**src/rtl/sd2_mod.sv**
```systemverilog
module sd2_mod #(
  parameter int CODE_W = 16,
  parameter int INT_W  = 24
) (
  input  logic              clk,
  input  logic              rst_n,
  input  logic [CODE_W-1:0] code,
  input  logic [1:0]        range_sel,
  input  logic              clear,
  output logic              bit_out
);

  localparam int LW = CODE_W + 5;
  localparam int SW = INT_W + 2;
  localparam logic [LW-1:0] FULL  = LW'(24) << CODE_W;
  localparam logic [LW-1:0] FLOOR = LW'(4) << CODE_W;
  localparam logic signed [INT_W-1:0] IMAX = {1'b0, {(INT_W-1){1'b1}}};
  localparam logic signed [INT_W-1:0] IMIN = {1'b1, {(INT_W-1){1'b0}}};

  logic [LW-1:0]             lvl_d, lvl_q;
  logic signed [INT_W-1:0]   i1_q, i2_q, i1_n, i2_n;
  logic signed [SW-1:0]      fb, lvl_s, sum1, sum2;

  function automatic logic signed [INT_W-1:0] clamp(input logic signed [SW-1:0] s);
    if (s > SW'(IMAX))      return IMAX;
    else if (s < SW'(IMIN)) return IMIN;
    else                    return s[INT_W-1:0];
  endfunction

  always_comb begin
    if (clear)
      lvl_d = (range_sel == 2'b00) ? FLOOR : '0;
    else begin
      case (range_sel)
        2'b00:   lvl_d = FLOOR + LW'(code) * LW'(16);
        2'b01:   lvl_d = LW'(code) * LW'(20);
        default: lvl_d = LW'(code) * LW'(24);
      endcase
    end
  end

  assign bit_out = !i2_q[INT_W-1] && (i2_q != '0);
  assign fb      = bit_out ? SW'(FULL) : '0;
  assign lvl_s   = SW'({1'b0, lvl_q});
  assign sum1    = SW'(i1_q) + lvl_s - fb;
  assign i1_n    = clamp(sum1);
  assign sum2    = SW'(i2_q) + SW'(i1_n) - fb;
  assign i2_n    = clamp(sum2);

  always_ff @(posedge clk or negedge rst_n) begin
    if (!rst_n) begin
      lvl_q <= '0;
      i1_q  <= '0;
      i2_q  <= '0;
    end else begin
      lvl_q <= lvl_d;
      i1_q  <= i1_n;
      i2_q  <= i2_n;
    end
  end

endmodule

```
**config.mk**
```make
export PLATFORM = sky130hd
export DESIGN_NAME = sd2_mod
export DESIGN_NICKNAME = d
export VERILOG_FILES = /design/src/rtl/sd2_mod.sv
export SDC_FILE = /design/constraint.sdc
export NUM_CORES = 1
export LEC_CHECK = 0
export BUFFER_PORTS_ARGS = -buffer_cell sky130_fd_sc_hd__buf_2
export CAP_MARGIN = 25
export CELL_PAD_IN_SITES_DETAIL_PLACEMENT = 0
export CELL_PAD_IN_SITES_GLOBAL_PLACEMENT = 2
export CORE_MARGIN = 2
export CORE_UTILIZATION = 40
export CTS_CLUSTER_DIAMETER = 150
export CTS_CLUSTER_SIZE = 20
export DETAILED_ROUTE_END_ITERATION = 10
export PLACE_DENSITY_LB_ADDON = 0.1
export SLEW_MARGIN = 25
export SYNTH_ARGS = -nofsm -noshare
export SYNTH_HDL_FRONTEND = slang
export SYNTH_SLANG_ARGS = --single-unit
```
**constraint.sdc**
```tcl
create_clock -name clk -period 10.15 [get_ports clk]
set_input_delay 0.5075 -clock clk [delete_from_list [all_inputs] [get_ports clk]]
set_output_delay 0.5075 -clock clk [all_outputs]
set_load 0.05 [all_outputs]
```
==> impl_metrics.env <==
export IMPL_diodes=0
export IMPL_cp_slowest_cell="or3_1"
export IMPL_postCtsHoldBufs=0
export IMPL_start_kind="flop"
export IMPL_grt_max_degree=68
export IMPL_rsz0062_at_grt="false"
export IMPL_stdcell_count=1191
export IMPL_numCtsBuffers=9
export IMPL_routed_wl_um=18400
export IMPL_clkSinkCount=67
export IMPL_io_buffers=21
export IMPL_seqCellArea_sq_um=1680
export IMPL_htreeDepth=3
export IMPL_finalInstanceArea_sq_um=8230
export IMPL_root_buffer="clkbuf_16"
export IMPL_cp_max_fo=23
export IMPL_fin_util_pct=43.8
export IMPL_coreArea_sq_um=18800
export IMPL_postSynthAreaPerCell_sq_um=8.16
export IMPL_hold_viol=0
export IMPL_drive_gt1_share_pct=7.21
export IMPL_synth_top_area_share_pct=21.8
export IMPL_end_kind="flop"
export IMPL_postCtsSetupRepairBufs=0
export IMPL_relSlewSlack_pct=38.7
export IMPL_period_share_pct=87.2
export IMPL_cp_required_ns=10.38
export IMPL_fmax_mhz=113
export IMPL_min_path_type="in -> async"
export IMPL_synth_warnings=0
export IMPL_synth_area_leaders="dfrtp_1 (22%), ha_1 (21%), inv_1 (9.3%), a21oi_1 (5.9%), a21o_1 (4.5%)"
export IMPL_critPathArrivalTime_ns=9.08
export IMPL_dp_cells=1176
export IMPL_grt_pass1_wl_um=31200
export IMPL_clk_latency_ns=0.33
export IMPL_final_max_slew_viol_count=0
export IMPL_netlist_area_sq_um=7680
export IMPL_n_fill_cell=1952
export IMPL_setup_viol=0
export IMPL_die_w_um=143
export IMPL_start_util_pct=40.9
export IMPL_grt_usage_pct=19.1
export IMPL_dp_hpwl_um=14800
export IMPL_max_clock_path_buffers=2
export IMPL_fin_nets=1109
export IMPL_grt_pass1_vias=6461
export IMPL_drc=0
export IMPL_dr_first_iter_drc_count=208
export IMPL_synth_edf_count=0
export IMPL_synth_area_leader_cell="dfrtp_1"
export IMPL_synthFlopType="dfrtp_1"
export IMPL_dieHeight_um=143
export IMPL_syn2layout_area_growth_pct=7.17
export IMPL_ios=22
export IMPL_gp_congestion=0.878
export IMPL_cts_resized=0
export IMPL_syn_inst=941
export IMPL_outcome="complete, no violations"
export IMPL_rows=50
export IMPL_via_count=6389
export IMPL_grt_antenna_before_repair=0
export IMPL_firstDrtPassIters=6
export IMPL_dieArea_sq_um=20300
export IMPL_routedWlPerCell_um=15.4
export IMPL_final_antenna_net_count=0
export IMPL_ys_seq_area_share_pct=21.8
export IMPL_criticalPathCategory="reg -> reg"
export IMPL_multiInputGateArea_sq_um=5150
export IMPL_finalCriticalPeriod_ns=8.85
export IMPL_maxCapViolations=0
export IMPL_fin_tns_setup_ns=0
export IMPL_synth_nets=1097
export IMPL_ys_seq_elements=67
export IMPL_critPathBufInv=2
export IMPL_slowest_delay_ns=0.71
export IMPL_grt_overflow=0
export IMPL_cts_tree="yes"
export IMPL_place_area_sq_um=7960
export IMPL_avgViaCountPerCell=5.36
export IMPL_cts_clk_slew_worst_paths_ns=0.06
export IMPL_synthDistinctLibCells=79
export IMPL_fin_skew_ns=0.00678
export IMPL_worst_slew_pin_slew_ns=0.916
export IMPL_synthArstFlopShare_pct=100
export IMPL_cp_top_family="compound AO/OA/AOI/OAI gates"
-- routing by layer --
metal | up-vias | track usage, % | part of all wire [%]
met5 | - | 0 | 0
met4 | 0 | 7.56 | 2.4
met3 | 20 | 1.38 | 1.6
met2 | 82 | 33.6 | 48
met1 | 3017 | 24.4 | 48
li1 | 3270 | - | -
-- final cells by class --
type,instances,share of cell area (%)
inverters,192,8.76
multi-input cells,660,62.6
clock buffers,9,2.74
flip-flops and latches,67,20.4
clock inverters,6,0.532
repair buffers,23,1.46
well taps,234,3.56
-- cells in the mapped netlist (4+ instances only) --
master and number:
or3_1 7, a21oi_1 90, xnor2_1 38, xor2_1 24, inv_1 191, or2_2 4, nand3_1 13, o21a_1 8
nand4_1 7, fa_1 6, nor2_1 42, a211o_1 5, buf_6 6, nor2b_1 13, o21bai_1 11, clkbuf_1 11
ha_1 129, a211oi_1 19, and3_1 4, nand2b_1 11, o21ai_0 33, mux2i_1 6, nor3_1 13, nand2_1 44
nor4_1 8, dfrtp_1 67, o211ai_1 4, and2_1 6, a21o_1 46
-- placed cells by master, fill, tap and decap left out, drive strengths merged, types with 8 or more instances in the layout --
master  netlist  layout
nand2b       11      11
o21a          9       9
nand4         8       8
or3           8       8
xnor2        38      38
inv         192     192
o21bai       11      11
ha          129     129
nor4          8       8
clkbuf       11       9
o21ai        36      36
dfrtp        67      67
nor2         44      44
nand2        46      46
a21oi        91      91
a21o         47      47
a211oi       19      19
nor3         14      14
nand3        13      13
buf          11      23
nor2b        13      13
xor2         24      24
-- state kept, by name, summed over array words and instances (netlist names) --
name / flops
lvl_q: 19
i2_q: 24
i1_q: 24
-- stage by stage --
stage / setup slack [ns] / hold slack [ns]
floorplan: 2.23 / 0.212
global placement: 1.58 / 0.492
detailed placement: 1.36 / 0.506
CTS: 1.31 / 0.409
global route: 0.675 / 0.450
finish: 1.30 / 0.370
-- path summary, 6_finish.rpt --
kind	endpoint	cells after the start	from	slack, ns
max	i2_q[6]	28	i2_q[16]	1.30
min reg2reg	i1_q[0]	1	i1_q[0]	0.52
min in group clk	lvl_q[2]	2	code[0]	0.50
min	i1_q[3]	2	rst_n	0.37
max in group asynchronous	lvl_q[16]	2	rst_n	9.21
max reg2reg	i2_q[6]	28	i2_q[16]	1.30
-- kinds of logic after synthesis --
logic type,after synthesis,synth area share (%)
AOI/OAI and AO/OA,272,24.3
xor gates and xnor gates,62,7.07
DFF,67,21.8
buffers and inverters,214,11.1
adders and majority gates,135,22.6
and+or+nand+nor,185,12.3
muxes,6,0.782
Power is left out: the tool's default activity adds up to more than one toggle a clock period on the data nets, which glitch-free logic cannot reach.
